==> src/rtl/pwmpair_pkg.sv <==
package pwmpair_pkg;

   // Default geometry of the pair clock configuration
   localparam int unsigned PP_NUM_SRC = 2;
   localparam int unsigned PP_SEL_W   = 2;
   localparam int unsigned PP_M_W     = 4;
   localparam int unsigned PP_M_MAX   = 8;
   localparam int unsigned PP_NUM_CH  = 2;

   // Source codes carried by the select field
   typedef enum logic [PP_SEL_W-1:0] {
      PP_SRC_OSC  = 2'd0,
      PP_SRC_BUS  = 2'd1,
      PP_SRC_NONE2 = 2'd2,
      PP_SRC_NONE3 = 2'd3
   } pp_src_e;

   // Clamp an exponent request to the largest supported value
   function automatic int unsigned pp_clamp(input int unsigned req,
                                            input int unsigned lim);
      return (req > lim) ? lim : req;
   endfunction

endpackage

==> src/rtl/pwmpair_src_mux.sv <==
module pwmpair_src_mux #(
   parameter int unsigned NUM_SRC = pwmpair_pkg::PP_NUM_SRC,
   parameter int unsigned SEL_W   = pwmpair_pkg::PP_SEL_W
) (
   input  logic [NUM_SRC-1:0] src_tick_i,
   input  logic [SEL_W-1:0]   sel_i,
   output logic               tick_o
);

   localparam int unsigned NUM_CODE = 1 << SEL_W;

   if (NUM_SRC > NUM_CODE) begin : g_bad_src
      $error("pwmpair_src_mux: NUM_SRC does not fit in the select field");
   end

   // One hit bit per legal source; codes past NUM_SRC select nothing
   logic [NUM_SRC-1:0] hit;

   for (genvar s = 0; s < NUM_SRC; s++) begin : g_hit
      assign hit[s] = src_tick_i[s] && (sel_i == SEL_W'(s));
   end

   assign tick_o = |hit;

endmodule

==> src/rtl/pwmpair_pow2_div.sv <==
module pwmpair_pow2_div #(
   parameter int unsigned SEL_W = pwmpair_pkg::PP_SEL_W,
   parameter int unsigned M_W   = pwmpair_pkg::PP_M_W,
   parameter int unsigned M_MAX = pwmpair_pkg::PP_M_MAX
) (
   input  logic             clk_i,
   input  logic             rst_ni,
   input  logic             tick_i,
   input  logic [SEL_W-1:0] sel_i,
   input  logic [M_W-1:0]   m_i,
   output logic             pulse_o
);

   localparam int unsigned CNT_W   = (M_MAX < 1) ? 1 : M_MAX;
   localparam int unsigned M_CODES = 1 << M_W;

   if (M_MAX >= M_CODES) begin : g_bad_m
      $error("pwmpair_pow2_div: M_MAX does not fit in the exponent field");
   end
   if (M_MAX > 16) begin : g_bad_depth
      $error("pwmpair_pow2_div: M_MAX above 16 makes an oversized counter");
   end

   // Exponent after the clamp; pass-through when the field cannot exceed M_MAX
   logic [M_W-1:0] m_eff;

   if (M_CODES - 1 > M_MAX) begin : g_clamp
      assign m_eff = M_W'(pwmpair_pkg::pp_clamp(int'(m_i), M_MAX));
   end else begin : g_noclamp
      assign m_eff = m_i;
   end

   // Registered copy of the setting, used to detect a change
   logic [SEL_W-1:0] sel_q;
   logic [M_W-1:0]   m_q;
   logic             cfg_change;

   assign cfg_change = (sel_i != sel_q) || (m_eff != m_q);

   // Terminal count for the active exponent: 2^M - 1
   logic [CNT_W:0]   span;
   logic [CNT_W-1:0] limit;

   assign span  = {{CNT_W{1'b0}}, 1'b1} << m_eff;
   assign limit = CNT_W'(span - 1'b1);

   logic [CNT_W-1:0] cnt_q;
   logic             pulse_q;

   always_ff @(posedge clk_i) begin
      if (!rst_ni) begin
         sel_q   <= '0;
         m_q     <= '0;
         cnt_q   <= '0;
         pulse_q <= 1'b0;
      end else begin
         sel_q <= sel_i;
         m_q   <= m_eff;
         if (cfg_change) begin
            cnt_q   <= '0;
            pulse_q <= 1'b0;
         end else if (tick_i) begin
            if (cnt_q == limit) begin
               cnt_q   <= '0;
               pulse_q <= 1'b1;
            end else begin
               cnt_q   <= cnt_q + 1'b1;
               pulse_q <= 1'b0;
            end
         end else begin
            pulse_q <= 1'b0;
         end
      end
   end

   assign pulse_o = pulse_q;

   // Terminal count of the registered exponent, for the checks below
   logic [CNT_W:0]   span_q;
   logic [CNT_W-1:0] limit_q;

   assign span_q  = {{CNT_W{1'b0}}, 1'b1} << m_q;
   assign limit_q = CNT_W'(span_q - 1'b1);

   // the count never passes the terminal value of the setting in force
   a_r4_no_overflow: assert property (@(posedge clk_i) disable iff (!rst_ni)
      cnt_q <= limit_q);

   // with a ratio above one, a pulse is never followed by another at once
   a_r4_single_pulse: assert property (@(posedge clk_i) disable iff (!rst_ni)
      (pulse_q && (m_q != '0)) |=> !pulse_q);

   // a setting change yields no pulse in the following cycle
   a_r6_restart_quiet: assert property (@(posedge clk_i) disable iff (!rst_ni)
      cfg_change |=> !pulse_q);

   // a pulse needs a selected tick in the previous cycle
   a_r2_pulse_needs_tick: assert property (@(posedge clk_i) disable iff (!rst_ni)
      pulse_q |-> $past(tick_i));

endmodule

==> src/rtl/pwmpair_chan_gate.sv <==
module pwmpair_chan_gate (
   input  logic pair_tick_i,
   input  logic gate_i,
   input  logic en_i,
   output logic tick_o
);

   // The gate is the outer control: with it closed the enable has no effect
   logic gated;

   assign gated  = pair_tick_i && gate_i;
   assign tick_o = gated && en_i;

endmodule

==> src/rtl/pwmpair_clkdiv.sv <==
module pwmpair_clkdiv #(
   parameter int unsigned NUM_SRC = pwmpair_pkg::PP_NUM_SRC,
   parameter int unsigned SEL_W   = pwmpair_pkg::PP_SEL_W,
   parameter int unsigned M_W     = pwmpair_pkg::PP_M_W,
   parameter int unsigned M_MAX   = pwmpair_pkg::PP_M_MAX,
   parameter int unsigned NUM_CH  = pwmpair_pkg::PP_NUM_CH
) (
   input  logic               clk_i,
   input  logic               rst_ni,
   input  logic [NUM_SRC-1:0] src_tick_i,
   input  logic [SEL_W-1:0]   src_sel_i,
   input  logic [M_W-1:0]     div_m_i,
   input  logic [NUM_CH-1:0]  gate_i,
   input  logic [NUM_CH-1:0]  chan_en_i,
   output logic               pair_tick_o,
   output logic [NUM_CH-1:0]  chan_tick_o
);

   if (NUM_CH < 1) begin : g_bad_ch
      $error("pwmpair_clkdiv: at least one channel is needed");
   end
   if (NUM_SRC < 1) begin : g_bad_src
      $error("pwmpair_clkdiv: at least one source is needed");
   end

   logic sel_tick;
   logic div_pulse;

   pwmpair_src_mux #(
      .NUM_SRC (NUM_SRC),
      .SEL_W   (SEL_W)
   ) u_mux (
      .src_tick_i (src_tick_i),
      .sel_i      (src_sel_i),
      .tick_o     (sel_tick)
   );

   pwmpair_pow2_div #(
      .SEL_W (SEL_W),
      .M_W   (M_W),
      .M_MAX (M_MAX)
   ) u_div (
      .clk_i   (clk_i),
      .rst_ni  (rst_ni),
      .tick_i  (sel_tick),
      .sel_i   (src_sel_i),
      .m_i     (div_m_i),
      .pulse_o (div_pulse)
   );

   assign pair_tick_o = div_pulse;

   for (genvar c = 0; c < NUM_CH; c++) begin : g_ch
      pwmpair_chan_gate u_gate (
         .pair_tick_i (div_pulse),
         .gate_i      (gate_i[c]),
         .en_i        (chan_en_i[c]),
         .tick_o      (chan_tick_o[c])
      );

      // a channel tick only ever comes from the shared divider pulse
      a_r9_from_pair: assert property (@(posedge clk_i) disable iff (!rst_ni)
         chan_tick_o[c] |-> div_pulse);

      // a closed gate keeps the channel tick low
      a_r7_gate_closed: assert property (@(posedge clk_i) disable iff (!rst_ni)
         !gate_i[c] |-> !chan_tick_o[c]);
   end

   // a select code with no source keeps the shared pulse low once settled
   a_r3_no_source: assert property (@(posedge clk_i) disable iff (!rst_ni)
      ((src_sel_i >= SEL_W'(NUM_SRC)) && $stable(src_sel_i)) |=> !pair_tick_o);

endmodule

==> config.mk <==
export PLATFORM = sky130hd
export DESIGN_NAME = pwmpair_clkdiv
export DESIGN_NICKNAME = d
export VERILOG_FILES = /design/src/rtl/pwmpair_pkg.sv /design/src/rtl/pwmpair_src_mux.sv /design/src/rtl/pwmpair_pow2_div.sv /design/src/rtl/pwmpair_chan_gate.sv /design/src/rtl/pwmpair_clkdiv.sv
export SDC_FILE = /design/constraint.sdc
export NUM_CORES = 1
export LEC_CHECK = 0
export ABC_AREA = 1
export CORE_UTILIZATION = 40
export DETAILED_ROUTE_END_ITERATION = 6
export PLACE_DENSITY_LB_ADDON = 0.08
export REMOVE_ABC_BUFFERS = 1
export SYNTH_ARGS = -nofsm -noshare
export SYNTH_HDL_FRONTEND = slang
export SYNTH_SLANG_ARGS = --single-unit
==> constraint.sdc <==
create_clock -name clk_i -period 1.65 [get_ports clk_i]
set_clock_uncertainty 0.2 [all_clocks]
set_input_delay 0.2475 -clock clk_i [delete_from_list [all_inputs] [get_ports clk_i]]
set_output_delay 0.2475 -clock clk_i [all_outputs]
set_load 0.02 [all_outputs]
# Yosys cells after proc, flatten, opt, wreduce, memory -nomap -nowiden
# Index checks and enable logic that the tools add are counted.
# Widths: inputs -> output; s select.
[totals] reg_bits=15 mem_count=0 ramBits=0 elab_cells=28 rom_bits=0 latchBits=0
[classes] n_addsub=2 n_lt_le_gt_ge=1 div_mod_pow=0 mul=0 reduce_logical=11 muxes=3 bitwise_logic=2 eq_ne=4 shift=1
[op_table] operator="$add 8x1->8 const B" n=1
[op_table] operator="$eq 8x8->1" n=1
[op_table] operator="$mux 8" n=1
[op_table] operator="$shl 1x4->8 const A" n=1
[op_table] operator="$sub 8x1->8 const B" n=1
[op_table] operator="$logic_and 1x1->1" n=6
[op_table] operator="$gt 4x4->1 const B" n=1
[op_table] operator="$mux 4" n=1
[op_table] operator="$ne 4x4->1" n=1
[op_table] operator="$reduce_or 2->1" n=2
[op_table] operator="$reduce_or 3->1" n=1
[op_table] operator="$eq 2x1->1 const B" n=1
[op_table] operator="$logic_not 2->1" n=1
[op_table] operator="$ne 2x2->1" n=1
[op_table] operator="$not 1->1" n=2
[op_table] operator="$logic_or 1x1->1" n=1
[op_table] operator="$mux 1" n=1

# Logic depth before layout (Yosys ltp)
[depth] ltp_word=6 depth_mapped=13

# Modules after synthesis
# From an unflattened synthesis, not the netlist that was laid out.
[hier_totals] hier_cells=151 area_unflattened_um2=983.4
[by_module_without_submodules] module="pwmpair_pow2_div" cells_each=140 area_per_inst_um2=935.9 n_inst=1
[by_module_without_submodules] module="pwmpair_chan_gate" cells_each=3 area_per_inst_um2=13.8 n_inst=2
[by_module_without_submodules] module="pwmpair_src_mux" cells_each=5 area_per_inst_um2=20.0 n_inst=1

# Worst setup path before layout
# No wires, ideal clock.
[synth_path] path_kind="input -> register" start="input port div_m_i[2]" end="register u_div.cnt_q[7]" stages=12 arrival_ps=1433 path_slack_ps=-98 path_buffers=0 t_required_ps=1335 cell_sequence="nor2_1 > nand2_1 > ha_1 > inv_1 > nand2_1 > nand2_1 > nor2_1 > nand3_1 > nor2_1 > nand3_1 > nand2_2 > nor2_2"
[synth_via] elab_chain_len=6 word_cells_on_any_way=9
[synth_lines] element="start: declaration" line_no="pwmpair_clkdiv.sv:12" text="input logic [M_W-1:0] div_m_i,"
[synth_lines] element="$gt 4x4->1" line_no="pwmpair_pkg.sv:21" text="return (req > lim) ? lim : req;"
[synth_lines] element="$mux 4 (*)" line_no="pwmpair_pkg.sv:21"
[synth_lines] element="$shl 1x4->8" line_no="pwmpair_pow2_div.sv:44" text="assign span = {{CNT_W{1'b0}}, 1'b1} << m_eff;"
[synth_lines] element="$sub 8x1->8" line_no="pwmpair_pow2_div.sv:45" text="assign limit = CNT_W'(span - 1'b1);"
[synth_lines] element="$eq 8x8->1" line_no="pwmpair_pow2_div.sv:63" text="if (cnt_q == limit) begin"
[synth_lines] element="$mux 8" line_no="pwmpair_pow2_div.sv:63"
[synth_lines] element="end signal: assignment" line_no="pwmpair_pow2_div.sv:67" text="cnt_q <= cnt_q + 1'b1;"
[synth_lines] element="end: declaration" line_no="pwmpair_pow2_div.sv:47" text="logic [CNT_W-1:0] cnt_q;"
# Every way passes the cells marked *; elsewhere a longest branch is shown, timed or not.
# A chain may end at the register's enable or synchronous reset.

# Worst setup path in the final report
[layout_path] start="input port div_m_i[2]" end="register u_div.cnt_q[2]"
# The elaborated chain is that of the path after synthesis.

==> summary.md <==
| Metric | Value |
|---|---|
| Status | complete, no violations |
| PortBufs | 16 |
| Top Ports | 17 |
| Hold Path Stages | 4 |
| Worst skew pair latency | 280 ps |
| Critical path class | in -> reg |
| Met1 WL | 1.09 mm |
| Nets | 225 |
| TritonRoute pass-1 iters | 5 |
| Layout Cells excl Fill | 236 |
| CTS root buffer | clkbuf_4 |
| Synthesis Warnings | 0 |
| Die X | 51.4 µm |
| Crit path time final | 1630 ps |
| Slew Limit Fails | 0 |
| Psw | 0.000210 W |
| Worst Hold Class | in -> reg |
| Number of CTS-inserted buffers | 3 |
| CP Capture Type | flip-flop |
| Gr ovfl total | 0 |
| Internal reg-to-reg setup slack | 70 ps |
| Hold endpoint | u_div.m_q[3] |
| Post-cts hold buffer count | 0 |
| Starting DRC count in detailed routing | 22 |
| Final hold viol count | 0 |
| Worst R2R End | u_div.cnt_q[7] |
| R2R cell count | 8 |
| Seq/Total Area, Yosys | 30.8% |
| Vias in the first global route | 994 |
| # rows | 17 |
| Met3 routed WL | 146 µm |
| Via density | 4.65 |
| Worst hold margin | 142 ps |
| Fmax | 612 MHz |
| Slew HR | 84.9% |
| Critical path arrival | 1610 ps |
| ANT cells | 0 |
| Leakage Power | 0.716 nW |
| Part of the power in registers | 48.5% |
| CTS tree | done |
| Initial antenna violation count | 0 |
| Vias | 1097 |
| Initial core utilization | 43.2% |
| Peak supply drop | 0.338 mV |
| Post-DP HPWL | 1.77 mm |
| Max layer used | met4 |
| Clock group share of total power | 27.7% |
| Final wirelength | 2.42 mm |
| Total GRT Usage | 20.7% |
| Comb power frac | 23.7% |
| First-pass GRT wire length | 4.12 mm |
| Worst hold start | div_m_i[3] |
| Tcrit/Tclk final | 99.0% |
| Met2 wire length | 1.17 mm |
| Synth cell types | 20 |
| Yosys reg bits | 15 |
| RSZ-0062 raised after global routing | yes |
| Post-route DRC violation count | 0 |
| Clock transition at path regs | 100 ps |
| Drt wl/cell | 10.3 µm |
| Routed Antenna Nets | 0 |
| Least-Margin Pin Slew | 226 ps |
| Share of layout cells above drive strength 1 | 27.9% |
| Post-Synthesis Cells | 163 |
| Pwr Total | 0.000767 W |
| Sw Share | 27.4% |
| Setup TNS | 0 ps |
| Cell count after placement | 225 |
| CP required | 1630 ps |
| Number of synthesized flops with an enable pin | 0 |
| Buffer levels on the longest clock path | 2 |
| Max-Cap Viols | 0 |
| Syn Area/Cell | 5.98 µm² |
| Area grow syn2layout | 48.5% |
| Fill cells | 228 |
| Num Clock Sinks | 15 |
| Pwr/cell area | 530 nW/µm² |
| # setup viols final | 0 |
| Top_reg_cell synth | dfxtp_1 |
| Core area | 2250 µm² |
| Startpoint Class | input pin |
| DIE HEIGHT | 51.4 µm |
| RePlAce Congestion | 0.866 |
| Largest net degree at the start of global routing | 10 |
| Worst-path maximum fanout | 7 |
| Cell area after synthesis | 975 µm² |
| Die area | 2640 µm² |
| # H-tree levels | 1 |
| Internal cell power | 0.000557 W |
| Worst r2r src | u_div.cnt_q[2] |
| Asr flop ratio synth | 0% |
[repair_timing]
action,in CTS,in global routing
endpoints found under the setup margin,12,11
setup buffers,7,0
pin swaps,10,17
resized for setup,33,15
[power by group through the flow]
| stage | Clock [W] | Sequential [W] | Combinational (W) |
|---|---|---|---|
| after detailed placement | 0 | 0.000381 | 0.000155 |
| after CTS | 0.000221 | 0.000372 | 0.000174 |
| after global placement | 0 | 0.000380 | 0.000154 |
| after global routing | 0.000237 | 0.000373 | 0.000202 |
| after floorplan | 0 | 0.000380 | 0.0000686 |
| final | 0.000213 | 0.000372 | 0.000182 |
[logic make-up (layout without fill, tap and decap cells)]
group / Yosys count / after routing / share of synthesized area, %
mux: 1 / 1 / 1.03
compound gates: 4 / 4 / 2.05
buf+inv: 28 / 73 / 11.6
xor+xnor: 6 / 6 / 5.39
fa+ha+maj: 2 / 2 / 2.57
simple gates: 107 / 107 / 46.6
flops: 15 / 15 / 30.8
[per-stage QoR]
step	worst slack (ps)	utilization (%)	cell area, µm²
after floorplan	-97.9	-	960
after global placement	-731	57.9	1310
after detailed placement	-780	57.9	1310
after CTS	0.527	63.0	1420
after global routing	-94.8	64.2	1450
final	15.9	64.2	1450
[synthesized netlist by cell type, types with 3 or more instances]
cell / count / share of area, %
dfxtp_1: 15 / 31
nand2_1: 51 / 20
nand2_2: 3 / 1.9
nor2_1: 28 / 11
nand3_1: 13 / 6.7
inv_1: 25 / 9.6
xor2_1: 5 / 4.5
nand4_1: 3 / 1.9
[state kept, by name (all words and copies together) (netlist names)]
name,cells
u_div.pulse_o,1
u_div.cnt_q,8
u_div.m_q,4
u_div.sel_q,2
[metal layers]
metal	up-vias	track usage, %
met3	2	2.38
met1	477	25.4
met5	-	0
met4	0	6.76
met2	29	37.0
li1	589	-
[layout make-up]
cell class | instances | area (µm²) | area share, %
clock inverters | 1 | 5.00 | 0.346
well taps | 28 | 35.0 | 2.42
inverters | 26 | 97.6 | 6.74
repair buffers | 43 | 348 | 24.0
clock buffers | 3 | 22.5 | 1.56
flip-flops and latches | 15 | 300 | 20.7
multi-input cells | 120 | 639 | 44.2
[cell usage in the layout (no fill, tap or decap), types with 2 or more instances in the layout]
cell type / n
nor2_1: 21
clkbuf_2: 2
inv_1: 24
or2_2: 2
buf_4: 27
inv_2: 2
nand2_2: 2
buf_2: 2
nand4_1: 3
nand3_1: 11
and3_1: 2
clkbuf_4: 3
clkdlybuf4s50_1: 9
nor2_4: 4
nor2_2: 5
nand2_1: 50
xor2_1: 5
nand2_4: 2
nand3_2: 2
a21oi_1: 2
dfxtp_1: 15
[how the worst max path moves through the flow]
stage	start	end	slack (ps)	cells after the start
after floorplan	div_m_i[2]	u_div.cnt_q[7]	-100	12
after global placement	div_m_i[0]	u_div.cnt_q[3]	-730	13
after detailed placement	div_m_i[0]	u_div.cnt_q[2]	-780	13
after CTS	div_m_i[1]	u_div.cnt_q[2]	0.5	13
after global routing	div_m_i[2]	u_div.cnt_q[2]	-90	13
final	div_m_i[2]	u_div.cnt_q[2]	20	13
[critical path: stages]
cell and delay, ps:
buf_8 110, nor2_4 110, nand3_2 100, ha_4 290, inv_2 30, nand2_1 40
nand2_1 50, nor2_1 100, nand3_1 90, nor2_1 120, nand3_2 120, nand2_4 150
nor2_2 50
Note: power is estimated with default switching activity, not from simulation.
